--- config.mk ---
export PLATFORM = sky130hd
export DESIGN_NAME = merge_wbuf
export DESIGN_NICKNAME = d
export VERILOG_FILES = /design/src/rtl/merge_wbuf_pkg.sv /design/src/rtl/wbuf_datapath.sv /design/src/rtl/wbuf_control.sv /design/src/rtl/merge_wbuf.sv
export SDC_FILE = /design/constraint.sdc
export NUM_CORES = 2
export LEC_CHECK = 0
export BUFFER_PORTS_ARGS = -buffer_cell sky130_fd_sc_hd__buf_2
export CELL_PAD_IN_SITES_DETAIL_PLACEMENT = 1
export CELL_PAD_IN_SITES_GLOBAL_PLACEMENT = 2
export CORE_UTILIZATION = 35
export DETAILED_ROUTE_END_ITERATION = 8
export PLACE_DENSITY = 0.77
export SLEW_MARGIN = 10
export SYNTH_ARGS = -nofsm -noshare
export SYNTH_HDL_FRONTEND = slang
export SYNTH_HIERARCHICAL = 1
export SYNTH_SLANG_ARGS = --single-unit
--- constraint.sdc ---
create_clock -name clk -period 11.7 [get_ports clk]
set_clock_uncertainty 0.05 [all_clocks]
set_input_delay 1.755 -clock clk [delete_from_list [all_inputs] [get_ports clk]]
set_output_delay 1.755 -clock clk [all_outputs]
set_load 0.03 [all_outputs]
--- src/rtl/merge_wbuf_pkg.sv ---
`timescale 1ns/1ps
package merge_wbuf_pkg;

  typedef enum logic [1:0] {
    RD_IDLE  = 2'd0,
    RD_ISSUE = 2'd1,
    RD_WAIT  = 2'd2
  } rdState_e;

  // strobes from control to datapath
  typedef struct packed {
    logic allocEn;
    logic mergeEn;
    logic rdCapture;
    logic rdFromBuf;
    logic rdFromMem;
    logic memSelRead;
  } wbStrobe_t;

endpackage

--- src/rtl/wbuf_datapath.sv ---
`timescale 1ns/1ps
module wbuf_datapath
  import merge_wbuf_pkg::*;
#(
  parameter int ADDR_W  = 28,
  parameter int WORD_W  = 32,
  parameter int WORDS   = 4,
  parameter int ENTRIES = 4,
  localparam int BLK_W  = WORDS * WORD_W,
  localparam int BE_W   = BLK_W / 8,
  localparam int IDX_W  = (ENTRIES > 1) ? $clog2(ENTRIES) : 1
) (
  input  logic              clk,
  input  logic              rstN,
  input  wbStrobe_t         strobe,
  input  logic [IDX_W-1:0]  allocIdx,
  input  logic [IDX_W-1:0]  mergeIdx,
  input  logic [IDX_W-1:0]  headIdx,
  input  logic [ENTRIES-1:0] entValid,
  input  logic [ADDR_W-1:0] wrAddr,
  input  logic [BLK_W-1:0]  wrData,
  input  logic [BE_W-1:0]   wrBe,
  input  logic [ADDR_W-1:0] rdAddr,
  input  logic [BLK_W-1:0]  memRespData,
  output logic [ENTRIES-1:0] wrMatchVec,
  output logic              rdFullHit,
  output logic [ADDR_W-1:0] memReqAddr,
  output logic [BLK_W-1:0]  memReqData,
  output logic [BE_W-1:0]   memReqBe,
  output logic [BLK_W-1:0]  rdRespData
);

  function automatic logic [BLK_W-1:0] expandBe(input logic [BE_W-1:0] bv);
    logic [BLK_W-1:0] m;
    for (int b = 0; b < BE_W; b++) m[b*8 +: 8] = {8{bv[b]}};
    return m;
  endfunction

  logic [ADDR_W-1:0] entAddr [ENTRIES];
  logic [BLK_W-1:0]  entData [ENTRIES];
  logic [BE_W-1:0]   entBv   [ENTRIES];
  logic [ADDR_W-1:0] rdAddrQ;

  logic [ENTRIES-1:0] rdReqMatch;
  logic [ENTRIES-1:0] rdPendMatch;
  logic [BLK_W-1:0]   reqHitData, pendHitData;
  logic [BE_W-1:0]    reqHitBv, pendHitBv;
  logic [BLK_W-1:0]   wrMask, pendMask;

  assign wrMask   = expandBe(wrBe);
  assign pendMask = expandBe(pendHitBv);

  genvar gi;
  generate
    for (gi = 0; gi < ENTRIES; gi++) begin : g_entry
      assign wrMatchVec[gi]  = entValid[gi] && (entAddr[gi] == wrAddr);
      assign rdReqMatch[gi]  = entValid[gi] && (entAddr[gi] == rdAddr);
      assign rdPendMatch[gi] = entValid[gi] && (entAddr[gi] == rdAddrQ);

      always_ff @(posedge clk) begin
        if (!rstN) begin
          entAddr[gi] <= '0;
          entData[gi] <= '0;
          entBv[gi]   <= '0;
        end else if (strobe.allocEn && allocIdx == IDX_W'(gi)) begin
          entAddr[gi] <= wrAddr;
          entData[gi] <= wrData & wrMask;
          entBv[gi]   <= wrBe;
        end else if (strobe.mergeEn && mergeIdx == IDX_W'(gi)) begin
          entData[gi] <= (entData[gi] & ~wrMask) | (wrData & wrMask);
          entBv[gi]   <= entBv[gi] | wrBe;
        end
      end
    end
  endgenerate

  // gather the (single) matching entry for the lookup and pending addresses
  always_comb begin
    reqHitData  = '0;
    reqHitBv    = '0;
    pendHitData = '0;
    pendHitBv   = '0;
    for (int i = 0; i < ENTRIES; i++) begin
      if (rdReqMatch[i]) begin
        reqHitData = reqHitData | entData[i];
        reqHitBv   = reqHitBv | entBv[i];
      end
      if (rdPendMatch[i]) begin
        pendHitData = pendHitData | entData[i];
        pendHitBv   = pendHitBv | entBv[i];
      end
    end
  end

  assign rdFullHit = (|rdReqMatch) && (&reqHitBv);

  always_ff @(posedge clk) begin
    if (!rstN) begin
      rdAddrQ    <= '0;
      rdRespData <= '0;
    end else begin
      if (strobe.rdCapture) rdAddrQ <= rdAddr;
      if (strobe.rdFromBuf) rdRespData <= reqHitData;
      else if (strobe.rdFromMem)
        rdRespData <= (memRespData & ~pendMask) | (pendHitData & pendMask);
    end
  end

  assign memReqAddr = strobe.memSelRead ? rdAddrQ : entAddr[headIdx];
  assign memReqData = entData[headIdx];
  assign memReqBe   = strobe.memSelRead ? '0 : entBv[headIdx];

  // a block address is owned by at most one occupied entry
  assert_single_owner_R1: assert property (@(posedge clk) disable iff (!rstN)
    $countones(wrMatchVec) <= 1);
  assert_single_lookup_R6: assert property (@(posedge clk) disable iff (!rstN)
    $countones(rdReqMatch) <= 1);

endmodule

--- src/rtl/wbuf_control.sv ---
`timescale 1ns/1ps
module wbuf_control
  import merge_wbuf_pkg::*;
#(
  parameter int ENTRIES = 4,
  localparam int IDX_W  = (ENTRIES > 1) ? $clog2(ENTRIES) : 1,
  localparam int CNT_W  = $clog2(ENTRIES + 1)
) (
  input  logic               clk,
  input  logic               rstN,
  input  logic               wrValid,
  input  logic [ENTRIES-1:0] wrMatchVec,
  input  logic               rdValid,
  input  logic               rdFullHit,
  input  logic               memReqReady,
  input  logic               memRespValid,
  output wbStrobe_t          strobe,
  output logic [IDX_W-1:0]   allocIdx,
  output logic [IDX_W-1:0]   mergeIdx,
  output logic [IDX_W-1:0]   headIdx,
  output logic [ENTRIES-1:0] entValid,
  output logic               wrStall,
  output logic               rdReady,
  output logic               rdRespValid,
  output logic               memReqValid,
  output logic               memReqWrite
);

  function automatic logic [IDX_W-1:0] nextIdx(input logic [IDX_W-1:0] p);
    return (p == IDX_W'(ENTRIES - 1)) ? '0 : p + 1'b1;
  endfunction

  rdState_e          rdState;
  logic [IDX_W-1:0]  headQ, tailQ;
  logic [CNT_W-1:0]  countQ;
  logic              isFull, drainReq, drainFire;
  logic              rdAccept, matchAny, wrFire, allocEn, mergeEn;
  logic [ENTRIES-1:0] drainMask, matchEff;

  assign isFull   = (countQ == CNT_W'(ENTRIES));
  assign rdReady  = (rdState == RD_IDLE);
  assign rdAccept = rdValid && rdReady;

  // drain only with no read pending or in flight
  assign drainReq  = (rdState == RD_IDLE) && !rdValid && (countQ != '0);
  assign drainFire = drainReq && memReqReady;

  assign memReqValid = (rdState == RD_ISSUE) || drainReq;
  assign memReqWrite = (rdState != RD_ISSUE);

  // the head being written out this cycle cannot take a merge
  always_comb begin
    for (int i = 0; i < ENTRIES; i++)
      drainMask[i] = drainFire && (headQ == IDX_W'(i));
  end
  assign matchEff = wrMatchVec & ~drainMask;
  assign matchAny = |matchEff;

  assign wrStall = wrValid && !matchAny && isFull;
  assign wrFire  = wrValid && !wrStall;
  assign mergeEn = wrFire && matchAny;
  assign allocEn = wrFire && !matchAny;

  always_comb begin
    mergeIdx = '0;
    for (int i = 0; i < ENTRIES; i++)
      if (matchEff[i]) mergeIdx = IDX_W'(i);
  end

  assign allocIdx = tailQ;
  assign headIdx  = headQ;

  assign strobe.allocEn    = allocEn;
  assign strobe.mergeEn    = mergeEn;
  assign strobe.rdCapture  = rdAccept;
  assign strobe.rdFromBuf  = rdAccept && rdFullHit;
  assign strobe.rdFromMem  = (rdState == RD_WAIT) && memRespValid;
  assign strobe.memSelRead = (rdState == RD_ISSUE);

  always_ff @(posedge clk) begin
    if (!rstN) begin
      headQ    <= '0;
      tailQ    <= '0;
      countQ   <= '0;
      entValid <= '0;
    end else begin
      if (drainFire) begin
        entValid[headQ] <= 1'b0;
        headQ <= nextIdx(headQ);
      end
      if (allocEn) begin
        entValid[tailQ] <= 1'b1;
        tailQ <= nextIdx(tailQ);
      end
      case ({allocEn, drainFire})
        2'b10:   countQ <= countQ + 1'b1;
        2'b01:   countQ <= countQ - 1'b1;
        default: countQ <= countQ;
      endcase
    end
  end

  always_ff @(posedge clk) begin
    if (!rstN) begin
      rdState     <= RD_IDLE;
      rdRespValid <= 1'b0;
    end else begin
      rdRespValid <= 1'b0;
      case (rdState)
        RD_IDLE: if (rdAccept) begin
          if (rdFullHit) rdRespValid <= 1'b1;
          else           rdState <= RD_ISSUE;
        end
        RD_ISSUE: if (memReqReady) rdState <= RD_WAIT;
        RD_WAIT: if (memRespValid) begin
          rdRespValid <= 1'b1;
          rdState     <= RD_IDLE;
        end
        default: rdState <= RD_IDLE;
      endcase
    end
  end

  assert_no_overflow_R2: assert property (@(posedge clk) disable iff (!rstN)
    countQ <= CNT_W'(ENTRIES));
  assert_merge_no_slot_R1: assert property (@(posedge clk) disable iff (!rstN)
    (mergeEn && !drainFire) |=> countQ == $past(countQ));
  assert_stall_when_full_R3: assert property (@(posedge clk) disable iff (!rstN)
    wrStall |-> isFull);
  assert_drain_valid_head_R4: assert property (@(posedge clk) disable iff (!rstN)
    (memReqValid && memReqWrite) |-> entValid[headQ]);
  assert_read_first_R5: assert property (@(posedge clk) disable iff (!rstN)
    (rdState != RD_IDLE) |-> !(memReqValid && memReqWrite));
  assert_hit_no_mem_R6: assert property (@(posedge clk) disable iff (!rstN)
    (rdAccept && rdFullHit) |=> !(memReqValid && !memReqWrite));
  assert_resp_source_R7: assert property (@(posedge clk) disable iff (!rstN)
    rdRespValid |-> ($past(rdAccept) || $past(memRespValid)));

endmodule

--- src/rtl/merge_wbuf.sv ---
`timescale 1ns/1ps
module merge_wbuf
  import merge_wbuf_pkg::*;
#(
  parameter int ADDR_W  = 28,
  parameter int WORD_W  = 32,
  parameter int WORDS   = 4,
  parameter int ENTRIES = 4,
  localparam int BLK_W  = WORDS * WORD_W,
  localparam int BE_W   = BLK_W / 8
) (
  input  logic              clk,
  input  logic              rstN,
  input  logic              wrValid,
  input  logic [ADDR_W-1:0] wrAddr,
  input  logic [BLK_W-1:0]  wrData,
  input  logic [BE_W-1:0]   wrBe,
  output logic              wrStall,
  input  logic              rdValid,
  input  logic [ADDR_W-1:0] rdAddr,
  output logic              rdReady,
  output logic              rdRespValid,
  output logic [BLK_W-1:0]  rdRespData,
  output logic              memReqValid,
  input  logic              memReqReady,
  output logic              memReqWrite,
  output logic [ADDR_W-1:0] memReqAddr,
  output logic [BLK_W-1:0]  memReqData,
  output logic [BE_W-1:0]   memReqBe,
  input  logic              memRespValid,
  input  logic [BLK_W-1:0]  memRespData
);

  localparam int IDX_W = (ENTRIES > 1) ? $clog2(ENTRIES) : 1;

  wbStrobe_t          strobe;
  logic [IDX_W-1:0]   allocIdx, mergeIdx, headIdx;
  logic [ENTRIES-1:0] entValid, wrMatchVec;
  logic               rdFullHit;

  wbuf_control #(.ENTRIES(ENTRIES)) ctrl_i (
    .clk(clk), .rstN(rstN),
    .wrValid(wrValid), .wrMatchVec(wrMatchVec),
    .rdValid(rdValid), .rdFullHit(rdFullHit),
    .memReqReady(memReqReady), .memRespValid(memRespValid),
    .strobe(strobe), .allocIdx(allocIdx), .mergeIdx(mergeIdx),
    .headIdx(headIdx), .entValid(entValid), .wrStall(wrStall),
    .rdReady(rdReady), .rdRespValid(rdRespValid),
    .memReqValid(memReqValid), .memReqWrite(memReqWrite)
  );

  wbuf_datapath #(.ADDR_W(ADDR_W), .WORD_W(WORD_W), .WORDS(WORDS),
                  .ENTRIES(ENTRIES)) dp_i (
    .clk(clk), .rstN(rstN), .strobe(strobe),
    .allocIdx(allocIdx), .mergeIdx(mergeIdx), .headIdx(headIdx),
    .entValid(entValid), .wrAddr(wrAddr), .wrData(wrData), .wrBe(wrBe),
    .rdAddr(rdAddr), .memRespData(memRespData),
    .wrMatchVec(wrMatchVec), .rdFullHit(rdFullHit),
    .memReqAddr(memReqAddr), .memReqData(memReqData), .memReqBe(memReqBe),
    .rdRespData(rdRespData)
  );

endmodule

==> reports/results.txt <==
Cell Int Power = 5941 uW
H-tree depth = 3
Die Wd = 386.6 um
# setup viols final = 0
area of the multi-input gates = 25610 um2
crit path from = rdAddr[4]
CP max FO = 41
vias in the first global route = 46720
most common cell after layout, fill and taps aside = edfxtp_1
height of the die = 386.6 um
post_cts resized = 0
top_reg_cell synth = edfxtp_1
worst path cell trace = buf_2 -> xnor2_1 -> nand4_1 -> nor4_1 -> and3_4 -> buf_4 -> a2111oi_0 -> nor4_1 -> and4_1 -> and3_4 -> and4_4 -> buf_4 -> a211o_1 -> a32o_1
VDD IR max = 0.1187 mV
FF-to-FF path depth = 13
Psw = 2569 uW
Die Footprint = 149400 um2
simple-gate share of the synthesized area = 0.1628
postcts setup bufs = 0
largest net degree at the start of global routing = 124
number of cell rows = 140
total core area = 146300 um2
register area = 24070 um2
Post-DRT Antenna Nets = 0
Hold Crit Endpoint = dp_i/rdRespData[37]
largest family of logic cells by synthesized area = compound AO/OA/AOI/OAI gates
number of fill cells = 15730
WP data arrival = 8.45 ns
Layout area overhead = 15.17%
period utilisation layout = 0.6689
initial core utilization = 0.3539
Buffers on Ports = 638
First DRT Iteration DRCs = 5776
Overall Power = 8510 uW
Worst path max stage delay = 0.93 ns
post-synthesis mux area share = 0.08674
hold path start = dp_i/rdRespData[37]
Post-CTS Hold Fix Bufs = 0
Max clock buf depth = 3
WHS = 0.4814 ns
complex-gate fraction of the synthesized area = 0.1804
Slew HR = 0.1404
drt pass-1 iters = 5
Clk pwr share = 0.405
initial antenna violation count = 35
nets@finish = 5215
Synth Area in XOR/XNOR = 0.05618
Slowest cell on crit path = and4_4
highest-count cells in the layout ignoring fill and taps = edfxtp_1 (688), buf_2 (637), and3_1 (416)
FFs w/ async S/R, synth = 0
FF-to-FF Start = dp_i/entAddr[1][4]
endpoints failing hold = 0
Min-Delay Path Class = reg -> reg
MaxCap Viol Count = 0
post-synth cell types = 68
total gr overflow = 0
I/O pin cnt = 639
RSZ-0062 raised after global routing = no
DP HPWL = 162300 um
register area share after synthesis = 0.4649
worst slew pin tran = 1.257 ns
crit end category = flip-flop
root buf cell = clkbuf_16
setup TNS = 0 ns
Worst R2R End = dp_i/rdRespData[35]
GRT Util Overall = 0.3307
Post-synth EDFFs = 688
Syn Area/Cell = 11.24 um2
share of cells above drive strength 1 = 0.2336
WL final = 255900 um
status = complete, no violations
CTS clk-pin slew, worst paths = 0.06 ns
GPL Wtd Cong = 0.9543
Syn Nets = 4947
Mapped Area = 51760 um2
switch share = 0.3019
first-pass GRT wire length = 360100 um
via count = 46680
TritonCTS clock tree = yes
Synth Area in Adders = 0.002562
PwrDens = 142.8 nW/um2
drt wl/cell = 37.10 um
Slew Limit Fails = 0
reg2reg setup slack = 4.54 ns
CP Data Required Time = 12.32 ns
Leakage = 0.02295 uW
Yosys warnings = 6
maximum clock rate = 127.8 MHz
Worst-Skew Late Latency = 0.75 ns
combinational group share of total power = 0.155
Synth Register Bits = 858
cells after synthesis = 4603
Final Util = 0.4076
Num CTS Buffers = 103
Residual DRC = 0
Clock Sinks = 858
WHS Path Cells = 2
minimum clock period = 7.826 ns
via/cell ratio = 6.769
kind of critical path = in -> reg
CP startpoint kind = primary input
sequential share of power = 0.441
==> power by group through the flow <==
| stage | registers, uW | clock network, uW | logic (uW) |
|---|---|---|---|
| finish | 3750 | 3440 | 1310 |
| global placement | 3790 | 0 | 1290 |
| CTS | 3740 | 3480 | 1300 |
| global route | 3770 | 3580 | 1360 |
| floorplan | 3710 | 0 | 790 |
| detailed placement | 3800 | 0 | 1300 |
==> area by class of cell <==
cell class / count / share of cell area
well taps: 1917 / 0.04024
inverters: 38 / 0.002519
flip-flops and latches: 858 / 0.4038
diodes: 18 / 0.0007556
clock inverters: 60 / 0.01213
clock buffers: 135 / 0.04796
repair buffers: 707 / 0.06305
multi-input cells: 3163 / 0.4295
==> metrics by stage <==
stage / setup WS (ns) / area (um2) / cells
detailed placement: 3.276 / 55980 / 6683
CTS: 4.023 / 59560 / 6878
global placement: 3.432 / 55970 / 6682
global route: 3.774 / 59590 / 6889
finish: 3.874 / 59610 / 6896
floorplan: 0.4915 / 51760 / 4603
==> worst max-delay path: cells and delay by family <==
kind,cells,cell delay (ns)
buffers and inverters,3,1.42
xor gates and xnor gates,1,0.34
and+or+nand+nor,7,4.13
AOI/OAI and AO/OA,3,0.64
==> synth_stat cells (all sizes together) (2+ instances only) <==
cell / count / area (um2)
nor2: 41 / 161.4
mux2: 28 / 315.3
dfxtp: 170 / 3403
a32o: 141 / 1411
a221o: 60 / 600.6
nand2b: 72 / 450.4
o2111a: 16 / 180.2
o2111ai: 76 / 878.3
and4: 36 / 315.3
o221ai: 59 / 516.8
mux4: 172 / 3874
inv: 37 / 138.9
nor3: 7 / 45.04
nand2: 104 / 392.9
o22ai: 5 / 31.28
a21boi: 5 / 37.54
clkbuf: 394 / 1479
xor2: 95 / 832.1
and3: 425 / 2659
a2111oi: 17 / 167.7
mux2i: 30 / 300.3
nor2b: 66 / 412.9
edfxtp: 688 / 20660
nor4: 40 / 345.3
or2: 2 / 12.51
buf: 150 / 779.5
ha: 9 / 112.6
nand3: 397 / 2004
nor3b: 2 / 20.02
nand4: 122 / 763.2
xnor2: 237 / 2076
and2: 125 / 782.0
or3: 3 / 18.77
a22oi: 139 / 1044
a21o: 64 / 480.5
o21ai: 66 / 334.1
a211o: 69 / 604.3
a21oi: 187 / 935.9
a22o: 235 / 2058
==> cell families (layout without fill, tap and decap cells) <==
family,after synthesis,after routing
and+or+nand+nor,1446,1446
buffers and inverters,582,940
DFF,858,858
xor gates and xnor gates,332,332
other,0,18
adders and majority gates,10,10
muxes,230,230
AOI/OAI and AO/OA,1145,1145
==> routing by layer <==
metal  routed length, um  global-route usage
met3               24710             0.06927
met5                 149                   0
met4               11780              0.1530
met2              115300              0.5087
met1              103900              0.4445
==> worst max path at each step <==
stage	to	cells past startpoint
3_3_place_gp	dp_i/rdRespData[46]	14
2_1_floorplan	dp_i/entBv[2][0]	12
5_1_grt	dp_i/rdRespData[41]	14
6_report	dp_i/rdRespData[35]	14
4_1_cts	dp_i/rdRespData[35]	14
3_5_place_dp	dp_i/rdRespData[26]	14
(Power assumes the default switching activity.)
